File: src/rtl/fpw_pkg.sv
package fpw_pkg;
    localparam int SEL_W      = 3;
    localparam int ADDR_BYTES = 3;
    localparam int ADDR_W     = ADDR_BYTES * 8;

    localparam logic [SEL_W-1:0] SEL_CMD  = 3'd0;
    localparam logic [SEL_W-1:0] SEL_A0   = 3'd1;
    localparam logic [SEL_W-1:0] SEL_A1   = 3'd2;
    localparam logic [SEL_W-1:0] SEL_A2   = 3'd3;
    localparam logic [SEL_W-1:0] SEL_BYTE = 3'd4;
    localparam logic [SEL_W-1:0] SEL_PAGE = 3'd5;
    localparam logic [SEL_W-1:0] SEL_CFG  = 3'd6;

    localparam int TRIG_BIT = 4;
    localparam int INC_BIT  = 7;
    localparam int BUF_BIT  = 0;

    localparam logic [7:0] OP_WREN = 8'h06;
    localparam logic [7:0] OP_PROG = 8'h02;
    localparam logic [7:0] OP_STAT = 8'h05;
    localparam logic [7:0] FILL    = 8'hFF;

    typedef enum logic [3:0] {
        S_IDLE, S_WREN, S_GAP1, S_PCMD, S_PADDR, S_PDATA,
        S_GAP2, S_SCMD, S_SREAD, S_GAP3, S_FINISH
    } fpw_state_e;
endpackage

File: src/rtl/fpw_shifter.sv
module fpw_shifter #(
    parameter int BITS = 8
) (
    input  logic            clk,
    input  logic            rst_n,
    input  logic            start,
    input  logic [BITS-1:0] tx_byte,
    output logic            busy,
    output logic            done,
    output logic            sck,
    output logic            mosi
);
    localparam int PH_W = $clog2(2 * BITS);
    localparam logic [PH_W-1:0] PH_LAST = PH_W'(2 * BITS - 1);

    logic [PH_W-1:0] ph_q;
    logic [BITS-1:0] tx_q;
    logic            busy_q;

    always_ff @(posedge clk) begin
        if (!rst_n) begin
            ph_q   <= '0;
            tx_q   <= '0;
            busy_q <= 1'b0;
        end else if (!busy_q) begin
            if (start) begin
                busy_q <= 1'b1;
                tx_q   <= tx_byte;
                ph_q   <= '0;
            end
        end else begin
            ph_q <= ph_q + 1'b1;
            if (ph_q[0]) begin
                tx_q <= {tx_q[BITS-2:0], 1'b0};
            end
            if (ph_q == PH_LAST) begin
                busy_q <= 1'b0;
            end
        end
    end

    assign busy = busy_q;
    assign done = busy_q && (ph_q == PH_LAST);
    assign sck  = busy_q && ph_q[0];
    assign mosi = busy_q && tx_q[BITS-1];

    // the sequencer never launches a byte over one in flight
    assert_no_start_busy_R11: assert property (@(posedge clk) disable iff (!rst_n)
        busy_q |-> !start);
endmodule

File: src/rtl/fpw_regs.sv
module fpw_regs
    import fpw_pkg::*;
#(
    parameter int PAGE_BYTES = 256
) (
    input  logic              clk,
    input  logic              rst_n,
    input  logic              reg_wr,
    input  logic [SEL_W-1:0]  reg_sel,
    input  logic [31:0]       reg_wdata,
    output logic [31:0]       reg_rdata,
    input  logic [$clog2(PAGE_BYTES)-1:0] byte_idx,
    input  logic              finish,
    output logic              trig,
    output logic              buf_mode,
    output logic [ADDR_W-1:0] addr,
    output logic [7:0]        data_byte
);
    localparam int WORDS  = PAGE_BYTES / 4;
    localparam int IDX_W  = $clog2(PAGE_BYTES);
    localparam int WIDX_W = $clog2(WORDS);
    localparam int PTR_W  = $clog2(WORDS + 1);
    localparam logic [PTR_W-1:0] PTR_FULL = PTR_W'(WORDS);

    logic              trig_q, inc_q, buf_q;
    logic [ADDR_W-1:0] addr_q;
    logic [7:0]        byte_q;
    logic [PTR_W-1:0]  ptr_q;
    logic [31:0]       page_q [WORDS];

    logic wr_ok, page_we;
    assign wr_ok   = reg_wr && !trig_q;
    assign page_we = wr_ok && (reg_sel == SEL_PAGE) && buf_q && (ptr_q < PTR_FULL);

    always_ff @(posedge clk) begin
        if (!rst_n) begin
            trig_q <= 1'b0;
            inc_q  <= 1'b0;
            buf_q  <= 1'b0;
            addr_q <= '0;
            byte_q <= '0;
            ptr_q  <= '0;
        end else if (finish) begin
            trig_q <= 1'b0;
            inc_q  <= 1'b0;
            if (!buf_q && inc_q) begin
                addr_q <= addr_q + 1'b1;
            end
            if (buf_q) begin
                ptr_q <= '0;
            end
        end else if (wr_ok) begin
            case (reg_sel)
                SEL_CMD: begin
                    if (reg_wdata[TRIG_BIT]) begin
                        trig_q <= 1'b1;
                        inc_q  <= reg_wdata[INC_BIT];
                    end
                end
                SEL_A0:   addr_q[7:0]   <= reg_wdata[7:0];
                SEL_A1:   addr_q[15:8]  <= reg_wdata[7:0];
                SEL_A2:   addr_q[23:16] <= reg_wdata[7:0];
                SEL_BYTE: byte_q        <= reg_wdata[7:0];
                SEL_PAGE: begin
                    if (page_we) begin
                        ptr_q <= ptr_q + 1'b1;
                    end
                end
                SEL_CFG: begin
                    buf_q <= reg_wdata[BUF_BIT];
                    if (reg_wdata[BUF_BIT] && !buf_q) begin
                        ptr_q <= '0;
                    end
                end
                default: ;
            endcase
        end
    end

    always_ff @(posedge clk) begin
        if (page_we) begin
            page_q[ptr_q[WIDX_W-1:0]] <= reg_wdata;
        end
    end

    logic [WIDX_W-1:0] rd_widx;
    logic [31:0]       rd_word;
    logic              rd_loaded;
    logic [7:0]        lane_byte;

    assign rd_widx   = byte_idx[IDX_W-1:2];
    assign rd_word   = page_q[rd_widx];
    assign rd_loaded = PTR_W'(rd_widx) < ptr_q;

    always_comb begin
        case (byte_idx[1:0])
            2'd0:    lane_byte = rd_word[7:0];
            2'd1:    lane_byte = rd_word[15:8];
            2'd2:    lane_byte = rd_word[23:16];
            default: lane_byte = rd_word[31:24];
        endcase
        if (!buf_q) begin
            data_byte = byte_q;
        end else if (rd_loaded) begin
            data_byte = lane_byte;
        end else begin
            data_byte = FILL;
        end
    end

    always_comb begin
        reg_rdata = '0;
        case (reg_sel)
            SEL_CMD: begin
                reg_rdata[TRIG_BIT] = trig_q;
                reg_rdata[INC_BIT]  = inc_q;
            end
            SEL_A0:   reg_rdata[7:0]  = addr_q[7:0];
            SEL_A1:   reg_rdata[7:0]  = addr_q[15:8];
            SEL_A2:   reg_rdata[7:0]  = addr_q[23:16];
            SEL_BYTE: reg_rdata[7:0]  = byte_q;
            SEL_PAGE: reg_rdata       = 32'(ptr_q);
            SEL_CFG:  reg_rdata[BUF_BIT] = buf_q;
            default:  reg_rdata = '0;
        endcase
    end

    assign trig     = trig_q;
    assign buf_mode = buf_q;
    assign addr     = addr_q;

    // a write arriving mid-sequence leaves state untouched
    assert_busy_write_ignored_R8: assert property (@(posedge clk) disable iff (!rst_n)
        (trig_q && reg_wr && !finish) |=> ($stable(addr_q) && $stable(buf_q) && trig_q));
    // the word count is bounded by the page size
    assert_ptr_bound_R9: assert property (@(posedge clk) disable iff (!rst_n)
        ptr_q <= PTR_FULL);
    // a finished page empties the buffer count
    assert_page_ptr_clear_R6: assert property (@(posedge clk) disable iff (!rst_n)
        (finish && buf_q) |=> (ptr_q == '0));
    // buffered completion never moves the address
    assert_buf_addr_hold_R7: assert property (@(posedge clk) disable iff (!rst_n)
        (finish && buf_q) |=> $stable(addr_q));
endmodule

File: src/rtl/fpw_seq.sv
module fpw_seq
    import fpw_pkg::*;
#(
    parameter int PAGE_BYTES = 256
) (
    input  logic              clk,
    input  logic              rst_n,
    input  logic              go,
    input  logic              buf_mode,
    input  logic [ADDR_W-1:0] addr,
    input  logic [7:0]        data_byte,
    input  logic              sh_busy,
    input  logic              sh_done,
    input  logic              flash_miso,
    output logic              cs_n,
    output logic              sh_start,
    output logic [7:0]        tx_byte,
    output logic [$clog2(PAGE_BYTES)-1:0] byte_idx,
    output logic              finish
);
    localparam int IDX_W = $clog2(PAGE_BYTES);
    localparam logic [IDX_W-1:0] IDX_LAST  = IDX_W'(PAGE_BYTES - 1);
    localparam logic [IDX_W-1:0] ADDR_LAST = IDX_W'(ADDR_BYTES - 1);

    fpw_state_e       state, nxt;
    logic [IDX_W-1:0] bcnt, bcnt_nxt;
    logic             last_data;

    assign last_data = !buf_mode || (bcnt == IDX_LAST);

    always_ff @(posedge clk) begin
        if (!rst_n) begin
            state <= S_IDLE;
            bcnt  <= '0;
        end else begin
            state <= nxt;
            bcnt  <= bcnt_nxt;
        end
    end

    always_comb begin
        nxt      = state;
        bcnt_nxt = bcnt;
        unique case (state)
            S_IDLE:   if (go) nxt = S_WREN;
            S_WREN:   if (sh_done) nxt = S_GAP1;
            S_GAP1:   nxt = S_PCMD;
            S_PCMD: begin
                if (sh_done) begin
                    nxt      = S_PADDR;
                    bcnt_nxt = '0;
                end
            end
            S_PADDR: begin
                if (sh_done) begin
                    if (bcnt == ADDR_LAST) begin
                        nxt      = S_PDATA;
                        bcnt_nxt = '0;
                    end else begin
                        bcnt_nxt = bcnt + 1'b1;
                    end
                end
            end
            S_PDATA: begin
                if (sh_done) begin
                    if (last_data) begin
                        nxt      = S_GAP2;
                        bcnt_nxt = '0;
                    end else begin
                        bcnt_nxt = bcnt + 1'b1;
                    end
                end
            end
            S_GAP2:   nxt = S_SCMD;
            S_SCMD:   if (sh_done) nxt = S_SREAD;
            S_SREAD:  if (sh_done) nxt = flash_miso ? S_GAP3 : S_FINISH;
            S_GAP3:   nxt = S_SCMD;
            S_FINISH: nxt = S_IDLE;
        endcase
    end

    always_comb begin
        cs_n    = 1'b1;
        tx_byte = 8'h00;
        finish  = 1'b0;
        unique case (state)
            S_WREN: begin
                cs_n    = 1'b0;
                tx_byte = OP_WREN;
            end
            S_PCMD: begin
                cs_n    = 1'b0;
                tx_byte = OP_PROG;
            end
            S_PADDR: begin
                cs_n = 1'b0;
                for (int k = 0; k < ADDR_BYTES; k++) begin
                    if (bcnt == IDX_W'(ADDR_BYTES - 1 - k)) begin
                        tx_byte = addr[8*k +: 8];
                    end
                end
            end
            S_PDATA: begin
                cs_n    = 1'b0;
                tx_byte = data_byte;
            end
            S_SCMD: begin
                cs_n    = 1'b0;
                tx_byte = OP_STAT;
            end
            S_SREAD: begin
                cs_n    = 1'b0;
                tx_byte = 8'h00;
            end
            S_FINISH: finish = 1'b1;
            S_IDLE, S_GAP1, S_GAP2, S_GAP3: ;
        endcase
        sh_start = !cs_n && !sh_busy;
    end

    assign byte_idx = bcnt;

    // the sequencer is only active while the trigger is held
    assert_trig_held_R3: assert property (@(posedge clk) disable iff (!rst_n)
        (state != S_IDLE) |-> go);
    // completion only after a status byte with bit 0 clear
    assert_finish_ready_R4: assert property (@(posedge clk) disable iff (!rst_n)
        finish |-> ($past(sh_done) && !$past(flash_miso)));
endmodule

File: src/rtl/flash_page_writer.sv
module flash_page_writer
    import fpw_pkg::*;
#(
    parameter int PAGE_BYTES = 256
) (
    input  logic             clk,
    input  logic             rst_n,
    input  logic             reg_wr,
    input  logic [SEL_W-1:0] reg_sel,
    input  logic [31:0]      reg_wdata,
    output logic [31:0]      reg_rdata,
    output logic             flash_cs_n,
    output logic             flash_sck,
    output logic             flash_mosi,
    input  logic             flash_miso
);
    localparam int IDX_W = $clog2(PAGE_BYTES);

    logic              trig, buf_mode, finish;
    logic [ADDR_W-1:0] addr;
    logic [7:0]        data_byte, tx_byte;
    logic [IDX_W-1:0]  byte_idx;
    logic              sh_start, sh_busy, sh_done;

    fpw_regs #(.PAGE_BYTES(PAGE_BYTES)) u_regs (
        .clk       (clk),
        .rst_n     (rst_n),
        .reg_wr    (reg_wr),
        .reg_sel   (reg_sel),
        .reg_wdata (reg_wdata),
        .reg_rdata (reg_rdata),
        .byte_idx  (byte_idx),
        .finish    (finish),
        .trig      (trig),
        .buf_mode  (buf_mode),
        .addr      (addr),
        .data_byte (data_byte)
    );

    fpw_seq #(.PAGE_BYTES(PAGE_BYTES)) u_seq (
        .clk        (clk),
        .rst_n      (rst_n),
        .go         (trig),
        .buf_mode   (buf_mode),
        .addr       (addr),
        .data_byte  (data_byte),
        .sh_busy    (sh_busy),
        .sh_done    (sh_done),
        .flash_miso (flash_miso),
        .cs_n       (flash_cs_n),
        .sh_start   (sh_start),
        .tx_byte    (tx_byte),
        .byte_idx   (byte_idx),
        .finish     (finish)
    );

    fpw_shifter #(.BITS(8)) u_shift (
        .clk     (clk),
        .rst_n   (rst_n),
        .start   (sh_start),
        .tx_byte (tx_byte),
        .busy    (sh_busy),
        .done    (sh_done),
        .sck     (flash_sck),
        .mosi    (flash_mosi)
    );

    // serial clock pulses only inside a selected frame
    assert_sck_framed_R11: assert property (@(posedge clk) disable iff (!rst_n)
        flash_sck |-> !flash_cs_n);
endmodule

File: config.mk
export PLATFORM = sky130hd
export DESIGN_NAME = flash_page_writer
export DESIGN_NICKNAME = d
export VERILOG_FILES = /design/src/rtl/fpw_pkg.sv /design/src/rtl/fpw_shifter.sv /design/src/rtl/fpw_regs.sv /design/src/rtl/fpw_seq.sv /design/src/rtl/flash_page_writer.sv
export SDC_FILE = /design/constraint.sdc
export NUM_CORES = 2
export LEC_CHECK = 0
export BUFFER_PORTS_ARGS = -buffer_cell sky130_fd_sc_hd__buf_2
export CAP_MARGIN = 20
export CORE_ASPECT_RATIO = 0.5
export CORE_MARGIN = 5
export CORE_UTILIZATION = 30
export CTS_CLUSTER_SIZE = 16
export DETAILED_ROUTE_END_ITERATION = 7
export PLACE_DENSITY = 0.47
export SLEW_MARGIN = 5
export SYNTH_ARGS = -nofsm -noshare
export SYNTH_HDL_FRONTEND = slang
export SYNTH_SLANG_ARGS = --single-unit
File: constraint.sdc
create_clock -name clk -period 5.18 [get_ports clk]
set_input_delay 0.518 -clock clk [delete_from_list [all_inputs] [get_ports clk]]
set_output_delay 0.518 -clock clk [all_outputs]
set_load 0.1 [all_outputs]
## Word level (Yosys, flattened, before mapping)

Memory sizes are Yosys's and may differ from the RTL's. A register that Yosys moved wholly into a read port is not among the register bits.
Index checks and enable logic that the tools add are counted.

| operators by class | value |
|---|---|
| reductions and logical operators | 38 |
| order comparisons | 2 |
| bitwise gates (word level) | 2 |
| $add $sub $neg | 4 |
| equality and inequality tests | 36 |
| multiplexer cells | 55 |

Operators with widths:

| cell | number |
|---|---|
| 8-bit 2-to-1 mux | 16 |
| 24-bit 2-to-1 mux | 3 |
| 8-bit case mux with 3 select lines | 2 |
| 4-bit 2-to-1 mux | 11 |
| 4-bit case mux with 10 select lines | 1 |
| 8-bit case mux with 5 select lines | 1 |
| 7-bit 2-to-1 mux | 5 |
| 24-bit by 1-bit adder with 24-bit output, second input constant | 1 |
| 3-bit AND reduction | 6 |
| 4-bit by 3-bit equality test with 1-bit output, second input constant | 4 |
| 4-bit equality test, second input constant | 4 |
| 3-bit case mux with 5 select lines | 1 |
| 2-bit != test, second input constant | 7 |
| 7-bit case mux with 2 select lines | 1 |
| 6-bit 2-to-1 mux | 2 |
| 1-bit case mux with 6 select lines | 2 |
| 1-bit logical AND | 10 |
| 2-bit by 1-bit != test with 1-bit output, second input constant | 5 |
| 2-bit case mux with 5 select lines | 1 |
| 2-bit nonzero test | 5 |
| 3-bit equality test, second input constant | 3 |
| 9-bit AND reduction | 1 |
| 8-bit by 1-bit adder with 8-bit output, second input constant | 1 |
| 4-bit by 2-bit equality test with 1-bit output, second input constant | 2 |
| other kinds (29) | 42 |

| word-level totals | value |
|---|---|
| bits of input ports | 39 |
| output and inout bits | 35 |
| logic and storage cells | 151 |
| bits in registers | 67 |
| RAM bits | 2048 |
| memories | 1 |

Memory list:

| memory | words | width | rd ports | clocked after memory_dff | wr ports | RTL line | source |
|---|---|---|---|---|---|---|---|
| u_regs.page_q | 64 | 32 | 1 | 1 | 1 | fpw_regs.sv:29 | `logic [31:0] page_q [WORDS];` |

## Logic depth before layout (Yosys ltp)

| logic depth | value |
|---|---|
| word-level depth | 9 |
| mapped depth | 14 |
| gate-level depth less buffers | 9 |

## Cells and area by module

From an unflattened synthesis, not the netlist that was laid out.

| second synthesis, totals | value |
|---|---|
| cells, all modules | 4073 |
| area total of the unflattened synthesis | 83321.2 um^2 |

By module, submodules not included:

| module | area each (um^2) | instances | seq. area each (um^2) | cells each |
|---|---|---|---|---|
| fpw_regs | 81617.0 | 1 | 62339.8 | 3851 |
| fpw_seq | 1103.6 | 1 | 240.2 | 159 |
| fpw_shifter | 600.6 | 1 | 260.2 | 63 |

## Worst setup path after synthesis

Ideal clock, no wire load.

| timing | value |
|---|---|
| path kind | input -> output |
| start | in reg_sel[0] |
| end | out reg_rdata[4] |
| stages | 4 |
| arrival time | 3.637 ns |
| path buffers | 2 |
| path slack | 1.025 ns |
| cells stage by stage | clkbuf_1 > buf_1 > mux2i_1 > o32ai_1 |

| on the way | value |
|---|---|
| longest elaborated chain between the ends | 2 |
| elaborated cells between the ends (all ways) | 7 |
| those cells by class | eq/ne (5); mux (1); reduce/logical (1) |

RTL lines:

| item | RTL line | source |
|---|---|---|
| start, declared | flash_page_writer.sv:9 | `input logic [SEL_W-1:0] reg_sel,` |
| 3-bit equality test (tied with other cells) | fpw_regs.sv:113 | `case (reg_sel)` |
| 1-bit case mux with 6 select lines * | fpw_regs.sv:113 |  |
| end, declared | flash_page_writer.sv:11 | `output logic [31:0] reg_rdata,` |

Every way passes the cells marked *; elsewhere a longest branch is shown, timed or not.

==> results.txt <==
outcome - finished clean
Required @ worst endpoint - 5.99 ns
vias - 44400
share of layout cells above drive strength 1 - 0.258
Longest Clk Path Bufs - 4
CP delay by family, top - compound AO/OA/AOI/OAI gates
clock period minus worst slack - 4.06 ns
DRC - 0
leading cell types by count after synthesis - 2048 x edfxtp_1, 487 x mux4_2, 178 x nor2_1, 166 x nand2_1, 157 x mux2i_1
Max H-tree Level - 4
# clock sinks - 2121
CTS tree - yes
library cells used by synthesis - 82
core area - 278000 µm²
vias in the first global route - 43700
Slew @ Worst Pin - 1.16 ns
Post-synth EDFFs - 2048
RSZ-0062 raised after global routing - no
cell area after layout - 96500 µm²
vias per std cell - 5.35
first-pass GRT wire length - 375000 µm
clk root buf - clkbuf_16
max-cap viol count - 0
min-delay src - flash_miso
hold depth - 4
largest net degree at the start of global routing - 76
Pwr Total - 34.9 mW
CP Max Fanout - 58
Peak VDD IR - 0.312 mV
Setup Buffers After CTS - 0
sequential area share after synthesis - 0.752
input/output buffers - 49
worst r2r dst - u_shift.tx_q[5]
starting density of the core - 0.301
initial antenna violation count - 15
fin crit share - 0.785
DPL Wire Length - 168000 µm
Power Dens Cells - 362 nW/µm²
DR WL/cell - 33.1 µm
Final GP Congestion - 0.952
Synth Warn # - 0
final WL - 275000 µm
post-CTS sizing - 0
Mapped Cells - 4108
Top Usage Layer GRT - met2
GR Layer Usage met1 - 0.267
clock slew at reported path FFs - 0.07 ns
max-slew violations - 0
Num CTS Buffers - 212
most used flip-flop cell after synthesis - edfxtp_1
1st-iter DRT viols - 6118
Post-Syn Area - 83700 µm²
fmax - 246 MHz
Hold Fails Final Rpt - 0
area share of the largest cell type after synthesis - 0.735
final setup violation count - 0
clk_lat worst skew - 0.87 ns
CP max-delay cell - a211oi_1
Final Util - 0.347
type of the tightest min-delay check - input pin to register
Die X - 757 µm
Rows - 137
DR pass1 iterations - 6
# IOs - 74
Die Ht - 384 µm
max_slew headroom - 0.221
LEAKAGE - 28.7 nW
setup TNS - 0 ns
Async S/R FF share, synth - 0
Area after DPL - 89700 µm²
Worst Reg-to-Reg Cells - 9
Die ar. - 290000 µm²
CP Data Arrival Time - 4.88 ns
CP Cell Sequence - buf_12 -> buf_4 -> mux4_2 -> nand2_1 -> and3_1 -> a211oi_1 -> o21ai_0 -> a41oi_1 -> o21a_1
Worst setup EP type - register
area grow syn2layout - 15.2%
CTS hold repair buffers - 2
Reg2Reg Setup Slack - 1.12 ns
ANT nets after route - 0
GRT Total Usage - 0.185
most numerous cell in the Yosys netlist - edfxtp_1
nets - 4431
Slowest Stage Delay on Critical Path - 0.94 ns
WHS Endpoint - u_seq.state[1]
GR met2 Demand/Resource - 0.289
Avg Cell Area, Syn - 20.4 µm²
critical path type - register to register
top post-synthesis cells by area - edfxtp_1 73%, mux4_2 13%, mux2i_1 1.9%, dfxtp_1 1.7%, nor2_1 0.80%
synthesized flop and latch total - 2121
GR met3 Demand/Resource - 0.0390
Startpoint Class - register
total global routing overflow - 0
final worst clock skew - 0.0403 ns
CP bufs+invs - 2
area leader, netlist - edfxtp_1
==> registers in the layout, indices dropped and copies added, names as in the netlist, named ones only <==
register and cells:
u_shift.ph_q 4, u_seq.state 4, u_regs.trig 1, u_regs.addr 24
u_regs.byte_q 8, u_seq.byte_idx 8, u_shift.tx_q 8, u_regs.page_q 2048
u_regs.inc_q 1, u_shift.busy 1, u_regs.ptr_q 7, u_regs.buf_mode 1
==> where the power goes <==
| part | internal, mW | total (mW) | switching (mW) |
|---|---|---|---|
| sequential | 18.8 | 18.9 | 0.0718 |
| combinational | 0.105 | 0.736 | 0.631 |
| clock | 8.65 | 15.3 | 6.60 |
| total | 27.6 | 34.9 | 7.30 |
==> how the worst max path moves through the flow <==
stage	from	to	slack [ns]	cells after the start
floorplan	reg_sel[0]	reg_rdata[4]	1.03	4
global placement	reg_sel[2]	u_regs.page_q[10][24]	1.11	7
detailed placement	reg_sel[2]	u_regs.page_q[10][19]	1.06	7
CTS	register	u_shift.tx_q[1]	1.36	8
global route	register	u_shift.tx_q[1]	1.22	8
finish	register	u_shift.tx_q[5]	1.12	9
==> through the flow <==
stage | hold slack (ns) | cells | worst slack, ns
after detailed placement | 0.479 | 7916 | 1.06
after global routing | 0.115 | 8304 | 1.22
after floorplan | 0.450 | 4131 | 1.03
after global placement | 0.472 | 7914 | 1.11
final | 0.0903 | 8315 | 1.12
after CTS | 0.0301 | 8303 | 1.36
==> worst register-to-register path: stages (launching register included) <==
cell	delay (ns)
dfxtp_4	0.69
buf_12	0.42
buf_4	0.39
mux4_2	0.21
nand2_1	0.04
and3_1	0.25
a211oi_1	0.94
o21ai_0	0.56
a41oi_1	0.38
o21a_1	0.15
==> final cells by class <==
type	count	area [µm²]
fill	25900	182000
tap	3753	4700
timing repair buffer	277	2300
multi-input combinational	1737	19600
sequential	2121	63000
clock buffer	240	5430
inverter	31	119
clock inverter	145	1310
antenna	11	27.5
==> routing by layer <==
| metal | up-vias | routed length (µm) |
|---|---|---|
| met5 | - | 0 |
| met3 | 372 | 22800 |
| met4 | 0 | 6150 |
| li1 | 17700 | - |
| met2 | 2049 | 126000 |
| met1 | 24400 | 121000 |
==> cell families (layout without fill, tap and decap cells) <==
| group | count (synthesis) | in the layout | share of synthesized area |
|---|---|---|---|
| flip-flops | 2121 | 2121 | 0.752 |
| multiplexers | 675 | 675 | 0.156 |
| AND/OR/NAND/NOR | 593 | 593 | 0.0333 |
| AO/OA/AOI/OAI | 420 | 420 | 0.0341 |
| buffers and inverters | 273 | 693 | 0.0211 |
| XOR/XNOR | 13 | 13 | 0.00136 |
| adder cells (fa/ha/maj) | 12 | 12 | 0.00179 |
| other | 1 | 35 | 0.0000448 |
==> cells in the final DEF (no fill, tap or decap), types with 27 or more instances in the layout <==
master,count
mux4_2,487
nor2_4,64
dfxtp_1,67
inv_1,27
edfxtp_1,2048
clkinv_1,61
a21oi_1,80
nor3_1,31
clkbuf_1,27
nor2_1,112
o22ai_1,27
a22oi_1,61
buf_2,42
nand2_1,166
mux2i_1,157
clkbuf_16,213
nand3_1,66
o21ai_0,71
nor2b_1,27
clkinv_2,48
buf_4,207
(Power assumes the default switching activity.)
